File: src/rtl/rsq_pkg.sv
package rsq_pkg;
  typedef enum logic [1:0] {
    ST_RUN   = 2'd0,
    ST_BLIND = 2'd1,
    ST_OPEN  = 2'd2,
    ST_SOFT  = 2'd3
  } rsq_state_e;

  localparam int FLAG_W   = 5;
  localparam int FL_PWR   = 4;
  localparam int FL_LONG  = 3;
  localparam int FL_SHORT = 2;
  localparam int FL_SW    = 1;
  localparam int FL_WD    = 0;
endpackage

File: src/rtl/rsq_sync.sv
module rsq_sync #(
  parameter int STAGES = 2
) (
  input  logic clk_i,
  input  logic rst_ni,
  input  logic d_i,
  output logic q_o
);
  logic [STAGES-1:0] sr_q;

  generate
    if (STAGES == 1) begin : g_one
      always_ff @(posedge clk_i or negedge rst_ni)
        if (!rst_ni) sr_q <= '0;
        else         sr_q <= d_i;
    end else begin : g_chain
      always_ff @(posedge clk_i or negedge rst_ni)
        if (!rst_ni) sr_q <= '0;
        else         sr_q <= {sr_q[STAGES-2:0], d_i};
    end
  endgenerate

  assign q_o = sr_q[STAGES-1];
endmodule

File: src/rtl/rsq_timer.sv
module rsq_timer #(
  parameter int WIN = 1024
) (
  input  logic clk_i,
  input  logic rst_ni,
  input  logic clr_i,
  input  logic en_i,
  output logic done_o
);
  localparam int CW = $clog2(WIN + 1);
  localparam logic [CW-1:0] LAST = CW'(WIN);

  logic [CW-1:0] cnt_q;

  assign done_o = (cnt_q == LAST);

  // saturates at WIN; the window is then over
  always_ff @(posedge clk_i or negedge rst_ni)
    if (!rst_ni)                cnt_q <= '0;
    else if (clr_i)             cnt_q <= '0;
    else if (en_i && !done_o)   cnt_q <= cnt_q + 1'b1;

  p_cnt_bound_r2: assert property (@(posedge clk_i) disable iff (!rst_ni)
    cnt_q <= LAST);
  p_sat_hold_r3: assert property (@(posedge clk_i) disable iff (!rst_ni)
    (done_o && !clr_i) |=> done_o);
endmodule

File: src/rtl/reset_cfg_seq.sv
module reset_cfg_seq
  import rsq_pkg::*;
#(
  parameter int WIN         = 1024,
  parameter int PORT_W      = 16,
  parameter int SYNC_STAGES = 2
) (
  input  logic                clk_i,
  input  logic                rst_ni,
  input  logic                ext_rst_ni,
  input  logic                sw_req_i,
  input  logic                wdt_req_i,
  input  logic                ext_start_i,
  input  logic                bidir_en_i,
  input  logic [PORT_W-1:0]   cfg_port_i,
  output logic                core_rst_o,
  output logic                pin_pull_o,
  output logic [PORT_W/2-1:0] cfg_hi_o,
  output logic [PORT_W/2-1:0] bus_cfg_o,
  output logic [FLAG_W-1:0]   flags_o
);
  localparam int HALF = PORT_W / 2;

  rsq_state_e        state_q, state_d;
  logic              ext_ok, tmr_clr, tmr_done;
  logic              enter_hw, enter_sw, rel_hw, rel_sw;
  logic              por_q, pull_q, wd_q;
  logic [HALF-1:0]   cfg_hi_q, bus_q;
  logic [FLAG_W-1:0] flags_q;

  rsq_sync #(.STAGES(SYNC_STAGES)) u_sync (
    .clk_i (clk_i),
    .rst_ni(rst_ni),
    .d_i   (ext_rst_ni),
    .q_o   (ext_ok)
  );

  rsq_timer #(.WIN(WIN)) u_timer (
    .clk_i (clk_i),
    .rst_ni(rst_ni),
    .clr_i (tmr_clr),
    .en_i  (state_q != ST_RUN),
    .done_o(tmr_done)
  );

  always_comb begin
    state_d  = state_q;
    tmr_clr  = 1'b0;
    enter_hw = 1'b0;
    enter_sw = 1'b0;
    rel_hw   = 1'b0;
    rel_sw   = 1'b0;
    unique case (state_q)
      ST_RUN: begin
        if (!ext_ok) begin
          state_d = ST_BLIND; tmr_clr = 1'b1; enter_hw = 1'b1;
        end else if (sw_req_i || wdt_req_i) begin
          state_d = ST_SOFT;  tmr_clr = 1'b1; enter_sw = 1'b1;
        end
      end
      ST_BLIND: begin
        if (tmr_done) begin
          if (ext_ok) begin state_d = ST_RUN; rel_hw = 1'b1; end
          else              state_d = ST_OPEN;
        end
      end
      ST_OPEN: begin
        if (ext_ok) begin state_d = ST_RUN; rel_hw = 1'b1; end
      end
      ST_SOFT: begin
        if (!ext_ok) begin
          state_d = ST_BLIND; tmr_clr = 1'b1;   // escalate to hardware
        end else if (tmr_done) begin
          state_d = ST_RUN; rel_sw = 1'b1;
        end
      end
      default: state_d = ST_RUN;
    endcase
  end

  always_ff @(posedge clk_i or negedge rst_ni)
    if (!rst_ni) state_q <= ST_BLIND;
    else         state_q <= state_d;

  always_ff @(posedge clk_i or negedge rst_ni)
    if (!rst_ni) begin
      por_q  <= 1'b1;
      pull_q <= 1'b0;
      wd_q   <= 1'b0;
    end else begin
      if (rel_hw) por_q <= 1'b0;
      if (enter_sw) begin
        pull_q <= bidir_en_i & ext_start_i;
        wd_q   <= wdt_req_i;
      end else if (rel_sw || state_d != ST_SOFT) begin
        pull_q <= 1'b0;
      end
    end

  // capture: upper byte on every release, lower byte on hardware release only
  always_ff @(posedge clk_i or negedge rst_ni)
    if (!rst_ni) begin
      cfg_hi_q <= '1;
      bus_q    <= '1;
    end else begin
      if (rel_hw || rel_sw) cfg_hi_q <= cfg_port_i[PORT_W-1:HALF];
      if (rel_hw)           bus_q    <= cfg_port_i[HALF-1:0];
    end

  always_ff @(posedge clk_i or negedge rst_ni)
    if (!rst_ni) flags_q <= '0;
    else if (enter_hw || enter_sw) flags_q <= '0;
    else if (rel_hw) begin
      if (por_q)                  flags_q <= FLAG_W'(1) << FL_PWR;
      else if (state_q == ST_OPEN) flags_q <= FLAG_W'(1) << FL_LONG;
      else                        flags_q <= FLAG_W'(1) << FL_SHORT;
    end else if (rel_sw) begin
      flags_q <= (FLAG_W'(1) << FL_SW) | (FLAG_W'(wd_q) << FL_WD);
    end

  assign core_rst_o = (state_q != ST_RUN);
  assign pin_pull_o = pull_q && (state_q == ST_SOFT) && !tmr_done;
  assign cfg_hi_o   = cfg_hi_q;
  assign bus_cfg_o  = bus_q;
  assign flags_o    = flags_q;

  p_flags_zero_r10: assert property (@(posedge clk_i) disable iff (!rst_ni)
    core_rst_o |-> (flags_o == '0));
  p_pull_soft_r9: assert property (@(posedge clk_i) disable iff (!rst_ni)
    pin_pull_o |-> (state_q == ST_SOFT));
  p_bus_keep_r7: assert property (@(posedge clk_i) disable iff (!rst_ni)
    (state_q == ST_SOFT) |=> $stable(bus_cfg_o));
  p_blind_hold_r5: assert property (@(posedge clk_i) disable iff (!rst_ni)
    (state_q == ST_BLIND && !tmr_done) |=> ($stable(cfg_hi_o) && $stable(bus_cfg_o)));
  p_wd_implies_sw_r8: assert property (@(posedge clk_i) disable iff (!rst_ni)
    flags_o[FL_WD] |-> flags_o[FL_SW]);
  p_flags_onehot_r4: assert property (@(posedge clk_i) disable iff (!rst_ni)
    !flags_o[FL_WD] |-> $onehot0(flags_o));
endmodule

File: config.mk
export PLATFORM = sky130hd
export DESIGN_NAME = reset_cfg_seq
export DESIGN_NICKNAME = d
export VERILOG_FILES = /design/src/rtl/rsq_pkg.sv /design/src/rtl/rsq_sync.sv /design/src/rtl/rsq_timer.sv /design/src/rtl/reset_cfg_seq.sv
export SDC_FILE = /design/constraint.sdc
export NUM_CORES = 1
export LEC_CHECK = 0
export BUFFER_PORTS_ARGS = -buffer_cell sky130_fd_sc_hd__buf_2
export CORE_AREA = 3 3 64 66
export CTS_BUF_LIST = sky130_fd_sc_hd__clkbuf_4
export CTS_CLUSTER_DIAMETER = 100
export DETAILED_ROUTE_END_ITERATION = 10
export DIE_AREA = 0 0 67 69
export HOLD_SLACK_MARGIN = 0.08
export PLACE_DENSITY = 0.79
export SYNTH_ARGS = -nofsm -noshare
export SYNTH_HDL_FRONTEND = slang
export SYNTH_SLANG_ARGS = --single-unit
export TNS_END_PERCENT = 10
File: constraint.sdc
create_clock -name clk_i -period 2.8 [get_ports clk_i]
set_clock_uncertainty 0.2 [all_clocks]
set_input_delay 0.28 -clock clk_i [delete_from_list [all_inputs] [get_ports clk_i]]
set_output_delay 0.28 -clock clk_i [all_outputs]
set_load 0.02 [all_outputs]
==> results of run 1 <==
## cells by family (layout without fill, tap and decap cells)
kind of cell | count (synthesis) | after routing | share of synthesized area [%]
flops | 39 | 39 | 51.7
fa+ha+maj | 7 | 7 | 4.54
simple gates | 63 | 63 | 18.0
mux | 17 | 17 | 9.85
xor+xnor | 9 | 9 | 4.08
buf+inv | 11 | 85 | 2.20
compound gates | 26 | 26 | 9.66
## cell type report
cell class	count	area, um^2	area share, %
well taps	48	60.1	2.41
flip-flops and latches	39	998	40.0
inverters	8	30.0	1.20
clock buffers	5	37.5	1.50
clock inverters	3	23.8	0.953
multi-input cells	122	890	35.7
repair buffers	69	455	18.3
## power groups by stage
stage | registers (mW) | clock network [mW] | logic (mW)
3_3_place_gp | 0.602 | 0 | 0.0709
5_1_grt | 0.595 | 0.339 | 0.101
6_report | 0.593 | 0.311 | 0.0923
3_5_place_dp | 0.602 | 0 | 0.0728
2_1_floorplan | 0.618 | 0 | 0.0141
4_1_cts | 0.593 | 0.322 | 0.0927
## per-stage QoR
stage | util [%] | instances | worst slack (ps) | hold slack (ps) | instance area (um^2)
finish | 68.7 | 294 | 202 | 111 | 2490
global route | 68.7 | 294 | 37.5 | 132 | 2490
CTS | 68.7 | 294 | 197 | 106 | 2490
detailed placement | 61.5 | 266 | 215 | 139 | 2230
global placement | 61.5 | 266 | 284 | 133 | 2230
floorplan | - | 172 | 438 | -216 | 1930
## registers in the layout, indices dropped and copies added (netlist names)
name and cells:
bus_cfg_o 8, cfg_hi_o 8, flags_o 5, por_q 1
pull_q 1, state_q 2, u_sync.sr_q 2, u_timer.cnt_q 11
wd_q 1
## layer usage
layer,vias up,track usage [%]
met5,-,0
li1,763,-
met4,0,9.01
met3,11,3.58
met1,786,25.8
met2,59,34.3
## critical path: cells and delay by family (launching register included)
kind,cells,cell delay (ps)
AOI/OAI and AO/OA,2,760
DFF,1,600
muxes,1,370
adders and majority gates,1,340
and+or+nand+nor,1,180
buffers and inverters,1,90
## how the worst min path moves through the flow
stage / end / slack, ps / depth (start not counted)
after floorplan: flags_o[0] / -220 / 0
after global placement: u_sync.sr_q[1] / 130 / 0
after detailed placement: u_sync.sr_q[1] / 140 / 0
after CTS: pull_q / 110 / 4
after global routing: pull_q / 130 / 4
final: pull_q / 110 / 4
## cells in the mapped netlist (all sizes together) (2+ instances only)
master / n
nand4b: 2
nor3: 5
dfrtp: 21
o211ai: 2
nor4: 3
nor2: 17
nand3: 4
and2: 4
nor4b: 2
clkbuf: 2
mux2: 16
a21oi: 7
nand2: 13
a41o: 2
or4: 2
a21boi: 2
xor2: 2
o21ai: 2
inv: 8
or4b: 2
ha: 7
dfstp: 18
xnor2: 7
nand4: 4
==> results.toml, run 1 <==
[worst_setup_path]
r2r_slack_ps = 200
cp.required_ps = 2900
worstPathArrival_ps = 2700
end_kind = "flip-flop"
crit_chain = "inv_1, ha_1, and2_1, a41oi_1, a21o_1, mux2_1"
endpoint = "cfg_hi_o[5]"
crit_start = "state_q[0]"
slowest_delay_ps = 600
crit_path_top_delay_cell = "dfstp_2"
worstSetupPathType = "reg2reg"
r2r-end = "cfg_hi_o[5]"
rr_worst_depth = 6
cp_max_fo = 8
startpoint_type = "flip-flop"
r2r_start = "state_q[0]"

[synthesis]
yosys_warnings = 0
syn_area_um2 = 1930
synth_cell_types = 44
synth-seq-area-share_pct = 51.7
netlist.area_leader.share_pct = 27.2
synth_edf_count = 0
synthFlopType = "dfrtp_1"
synth.net_count = 202
synthArstFlopShare_pct = 100
synth_area_per_cell_um2 = 11.2
synth_area_leaders = "dfrtp_1 27%, dfstp_2 24%, mux2_1 4.7%"
synth-seq-cells = 39
synth_top_area_cell = "dfrtp_1"
netlist_instances = 172

[grt]
grt_first_pass_wirelength_um = 7340
grt_max_degree = 40
antenna_found_initial = 0
globalRoute.totalOverflow = 0
grt.total_usage_pct = 20.6
grt_pass1_vias = 1635

[power]
p_per_area_nw_per_um2 = 399
intPower_uw = 732
seqPwrFrac_pct = 59.5
pwr-share-comb_pct = 9.3
total_power_uw = 996
power_leakage_nw = 1.11
clock_power_share_pct = 31.2
swShare_pct = 26.5
p_sw_uw = 264
ir_drop_v = 0.000361

[finish]
nFillCells = 280
layout_common_cells = "45 x buf_2, 21 x dfrtp_1, 20 x dlygate4sd3_1, 18 x dfstp_2, 17 x nor2_1"
num_antenna_cells = 0
drive_above_1_share_pct = 35.8
layout_commonest_cell = "buf_2"
final_nets = 275
syn_to_final_growth_pct = 29.2

[routing]
wl_met3_um = 279
vias_per_cell = 5.51
wl_met2_um = 2210
initialDrtViolationCount = 108
wl_um = 4380
num_vias = 1619
drc_errors = 0
route.top_layer_used = "met4"
wl_met1_um = 1790
post_drt_wl_per_cell_um = 14.9
firstDrtPassIters = 4
antenna_left = 0

[die]
start_util_pct = 53.1
die-area_um2 = 4620
num_rows = 22
io_pins = 46
die_h_um = 69
core_um2 = 3630
die_x_um = 67

[clock_tree]
cts.sinks = 39
cts_made_buffers = 5
cts-root-buf = "clkbuf_4"
insertion_delay_ps = 370
cts_tree = "built"
htreeDepth = 2
clock_path_buffers = 2
ctsHoldBuffers = 20
post_cts_resized = 0
cts_setup_buffers = 0
path_clk_slew_ps = 120

[timing]
tightest_slew_ps = 823
max-slew-margin-rel_pct = 45.1
hold_viol = 0
period_minus_slack_ps = 2600
fin_setup_tns_ps = 0
grt_setup_unrepaired = "no"
period_share_pct = 92.8
finalSetupViolCount = 0
slew_violations = 0
fmax_mhz = 385

[flow_run]
maxCapViolCount = 0

[outcome]
status = "finished, final reports clean"

[min_path]
hold_path_class = "in2reg"
min-delay-start = "ext_start_i"

[place]
io_buffer_count = 45
dp_hpwl_um = 3000
gp_congestion = 0.807
Power figures use the tool's default switching activity.
==> run 2: changes to the inputs <==
--- a/config.mk
+++ b/config.mk
@@ -6,13 +6,13 @@
 export NUM_CORES = 1
 export LEC_CHECK = 0
 export BUFFER_PORTS_ARGS = -buffer_cell sky130_fd_sc_hd__buf_2
-export CORE_AREA = 3 3 64 66
+export CORE_AREA = 3 3 70 72
 export CTS_BUF_LIST = sky130_fd_sc_hd__clkbuf_4
 export CTS_CLUSTER_DIAMETER = 100
 export DETAILED_ROUTE_END_ITERATION = 10
-export DIE_AREA = 0 0 67 69
+export DIE_AREA = 0 0 73 75
 export HOLD_SLACK_MARGIN = 0.08
-export PLACE_DENSITY = 0.79
+export PLACE_DENSITY = 0.67
 export SYNTH_ARGS = -nofsm -noshare
 export SYNTH_HDL_FRONTEND = slang
 export SYNTH_SLANG_ARGS = --single-unit
==> results.toml, run 2 (same netlist as run 1, synthesis figures left out) <==
[finish]
nFillCells = 383
regMostFlops = "u_timer.cnt_q"
layout_common_cells = "45 x buf_2, 21 x dfrtp_1, 20 x dlygate4sd3_1, 18 x dfstp_2, 17 x nor2_1"
final_nets = 276
num_antenna_cells = 0
drive_above_1_share_pct = 36.0
largest_reg_flops = 11
layout.cells.non_filler = 299
finalCoreUtilization_pct = 58.0
syn_to_final_growth_pct = 30.9
fin_area_um2 = 2530
layout_commonest_cell = "buf_2"

[die]
core_um2 = 4350
num_rows = 24
start_util_pct = 44.3
io_pins = 46
die_x_um = 73
die_h_um = 75
die-area_um2 = 5480

[grt]
grt_pass1_vias = 1586
grt_first_pass_wirelength_um = 7370
antenna_found_initial = 0
grt_max_degree = 40
globalRoute.totalOverflow = 0
grt.total_usage_pct = 17.4

[timing]
grt_setup_unrepaired = "no"
period_minus_slack_ps = 2450
slew_violations = 0
layout_setup_ws_ps = 353
fin_hold_ws_ps = 147
period_share_pct = 87.4
fmax_mhz = 409
tightest_slew_ps = 846
fin_setup_tns_ps = 0
hold_viol = 0
max-slew-margin-rel_pct = 43.6
finalSetupViolCount = 0

[place]
place_ws_ps = 381
dp_hpwl_um = 2940
placed_cell_area_um2 = 2250
io_buffer_count = 45
gp_congestion = 0.832
placed_cells = 271

[worst_setup_path]
startpoint_type = "flip-flop"
cp.required_ps = 2840
worstSetupPathType = "reg2reg"
cp_max_fo = 5
worstPathArrival_ps = 2490
end_kind = "flip-flop"

[routing]
drc_errors = 0
initialDrtViolationCount = 54
antenna_left = 0
firstDrtPassIters = 4
num_vias = 1576
wl_um = 4440
vias_per_cell = 5.27
post_drt_wl_per_cell_um = 14.8

[clock_tree]
insertion_delay_ps = 350
path_clk_slew_ps = 110
clock_path_buffers = 2
post_cts_resized = 0
cts.sinks = 39
cts_setup_buffers = 0
cts_made_buffers = 5
cts-root-buf = "clkbuf_4"
cts_tree = "built"
htreeDepth = 2

[flow_run]
maxCapViolCount = 0

[power]
p_per_area_nw_per_um2 = 423
power_leakage_nw = 1.13
total_power_mw = 1.07
ir_drop_v = 0.000343

[outcome]
status = "finished, final reports clean"

[min_path]
hold_path_class = "in2reg"
==> run 2: cell types whose count changed in the layout (fill, tap and decap cells not counted) <==
cell | previous run | this run
clkinvlp_4 | 2 | 0
inv_6 | 1 | 0
clkinv_2 | 0 | 1
buf_4 | 4 | 5
clkinv_4 | 0 | 1
bufinv_16 | 0 | 1
==> run 2: area by class of cell <==
class	count	area (um^2)	share of cell area [%]
Timing Repair Buffer	70	463	18.3
Clock inverter	3	43.8	1.73
Multi-Input combinational cell	122	890	35.2
Tap cell	52	65.1	2.57
Clock buffer	5	37.5	1.49
Inverter	8	30.0	1.19
Sequential cell	39	998	39.5
==> run 2: repair_timing <==
item | 4_1_cts | 5_1_grt
hold buffers | 20 | 0
endpoints found under the hold margin | 39 | 0
endpoints found under the setup margin | 0 | 0
==> run 2: routing by layer <==
layer / part of all wire [%] / track usage [%] / vias to the layer above
met4: 0.72 / 4.71 / 0
met2: 50 / 28.3 / 42
li1: - / - / 765
met1: 45 / 23.2 / 765
met5: 0 / 0 / -
met3: 4.6 / 4.14 / 4
==> run 2: final timing paths <==
path,slack [ps],cells after the start,from,end
min in group asynchronous,350,2,rst_ni,wd_q
worst max-delay path,350,6,state_q[0],pull_q
max in group asynchronous,1500,2,rst_ni,flags_o[3]
worst max register to register,350,6,state_q[0],pull_q
worst min register to register,160,0,u_sync.sr_q[0],u_sync.sr_q[1]
worst min-delay path,150,4,ext_start_i,pull_q
==> run 2: where the power goes <==
| group | switching (mW) | total (mW) | internal, mW |
|---|---|---|---|
| clock | 0.196 | 0.384 | 0.188 |
| combinational | 0.0477 | 0.0929 | 0.0452 |
| sequential | 0.00630 | 0.592 | 0.586 |
| total | 0.250 | 1.07 | 0.819 |
==> run 2: critical path, cell delays in order (launching register included) <==
cell	delay (ps)
dfstp_2	590
inv_1	90
ha_1	240
nor2b_1	170
or4_1	510
a211o_1	330
a41o_1	220
==> run 3: changes to the inputs <==
--- a/config.mk
+++ b/config.mk
@@ -12,6 +12,7 @@
 export DETAILED_ROUTE_END_ITERATION = 10
 export DIE_AREA = 0 0 73 75
 export HOLD_SLACK_MARGIN = 0.08
+export MAX_ROUTING_LAYER = met4
 export PLACE_DENSITY = 0.67
 export SYNTH_ARGS = -nofsm -noshare
 export SYNTH_HDL_FRONTEND = slang
==> results.toml, run 3 (same netlist as run 1, synthesis figures left out) <==
[outcome]
status = "finished, final reports clean"

[clock_tree]
cts.sinks = 39
path_clk_slew_ps = 110
htreeDepth = 2
cts-root-buf = "clkbuf_4"
clock_path_buffers = 2
cts_made_buffers = 5
insertion_delay_ps = 350
cts_setup_buffers = 0
cts_tree = "built"
post_cts_resized = 0

[worst_setup_path]
worstSetupPathType = "reg2reg"
worstPathArrival_ps = 2490
r2r-end = "pull_q"
cp.required_ps = 2840
rr_worst_depth = 6
r2r_start = "state_q[0]"
r2r_slack_ps = 350
cp_max_fo = 5
end_kind = "flip-flop"
startpoint_type = "flip-flop"

[grt]
antenna_found_initial = 0
grt.total_usage_pct = 17.9
grt_pass1_vias = 1585
grt_max_degree = 40
grt_first_pass_wirelength_um = 7380
globalRoute.totalOverflow = 0

[die]
io_pins = 46
start_util_pct = 44.3
die_h_um = 75
die-area_um2 = 5480
die_x_um = 73
num_rows = 24
core_um2 = 4350

[routing]
post_drt_wl_per_cell_um = 14.9
firstDrtPassIters = 4
antenna_left = 0
drc_errors = 0
num_vias = 1588
wl_um = 4460
vias_per_cell = 5.31
initialDrtViolationCount = 59

[min_path]
min-delay-start = "ext_start_i"
hold_path_class = "in2reg"
min_to = "pull_q"
holdPathStages = 4

[timing]
fmax_mhz = 409
finalSetupViolCount = 0
hold_viol = 0
fin_setup_tns_ps = 0
max-slew-margin-rel_pct = 43.9
period_share_pct = 87.4
period_minus_slack_ps = 2450
grt_setup_unrepaired = "no"
slew_violations = 0
tightest_slew_ps = 842
fin_hold_ws_ps = 151

[power]
p_per_area_nw_per_um2 = 424
total_power_mw = 1.07
power_leakage_nw = 1.13
ir_drop_v = 0.000346

[finish]
layout_commonest_cell = "buf_2"
final-seq-area_um2 = 998
multiInputGateArea_um2 = 890
layout_common_cells = "45 x buf_2, 21 x dfrtp_1, 20 x dlygate4sd3_1, 18 x dfstp_2, 17 x nor2_1"
syn_to_final_growth_pct = 30.9
num_antenna_cells = 0
largest_reg_flops = 11
regMostFlops = "u_timer.cnt_q"
final_nets = 276
drive_above_1_share_pct = 36.0
nFillCells = 383
finalCoreUtilization_pct = 58.0

[place]
dp_hpwl_um = 2940
gp_congestion = 0.845
io_buffer_count = 45

[flow_run]
maxCapViolCount = 0
==> run 3: layer usage <==
metal / up-vias / track usage [%] / wire length (um)
met4: 0 / 4.71 / 26
li1: 765 / - / -
met3: 4 / 4.01 / 218
met5: - / - / 0
met2: 45 / 28.3 / 2210
met1: 774 / 23.3 / 2010
==> run 3: area by class of cell <==
class	instances	share of cell area [%]
sequential	39	39.5
multi-input combinational	122	35.2
clock buffer	5	1.49
clock inverter	3	1.73
inverter	8	1.19
timing repair buffer	70	18.3
tap	52	2.57
==> run 3: critical path: stages, from the launching register on <==
cell and delay (ps):
dfstp_2 590, inv_1 90, ha_1 240, nor2b_1 170, or4_1 510, a211o_1 330
a41o_1 220
==> run 3: worst max-delay path by stage <==
stage                      from  slack, ps          end  cells past startpoint
6_report             state_q[0]        350       pull_q                      6
5_1_grt        u_timer.cnt_q[0]        210   pin_pull_o                      7
4_1_cts              state_q[0]        340       pull_q                      6
3_5_place_dp         state_q[0]        380  cfg_hi_o[0]                      6
3_3_place_gp         state_q[0]        410  cfg_hi_o[7]                      6
2_1_floorplan        state_q[0]        440  cfg_hi_o[0]                      7
==> run 3: timing repair <==
action	in CTS	in global routing
endpoints found under the setup margin	0	0
endpoints found under the hold margin	39	0
hold buffers	20	0
==> run 3: power by group <==
| part | internal [mW] | switching [mW] | leakage [nW] | total [mW] |
|---|---|---|---|---|
| Sequential | 0.586 | 0.00621 | 0.468 | 0.592 |
| Combinational | 0.0452 | 0.0478 | 0.621 | 0.0930 |
| Clock | 0.188 | 0.198 | 0.0452 | 0.386 |
==> run 3: metrics by stage <==
step	setup slack (ps)	std cells	cell area, um^2
2_1_floorplan	438	172	1930
3_3_place_gp	407	271	2250
3_5_place_dp	381	271	2250
4_1_cts	345	299	2530
5_1_grt	212	299	2530
6_report	352	299	2530
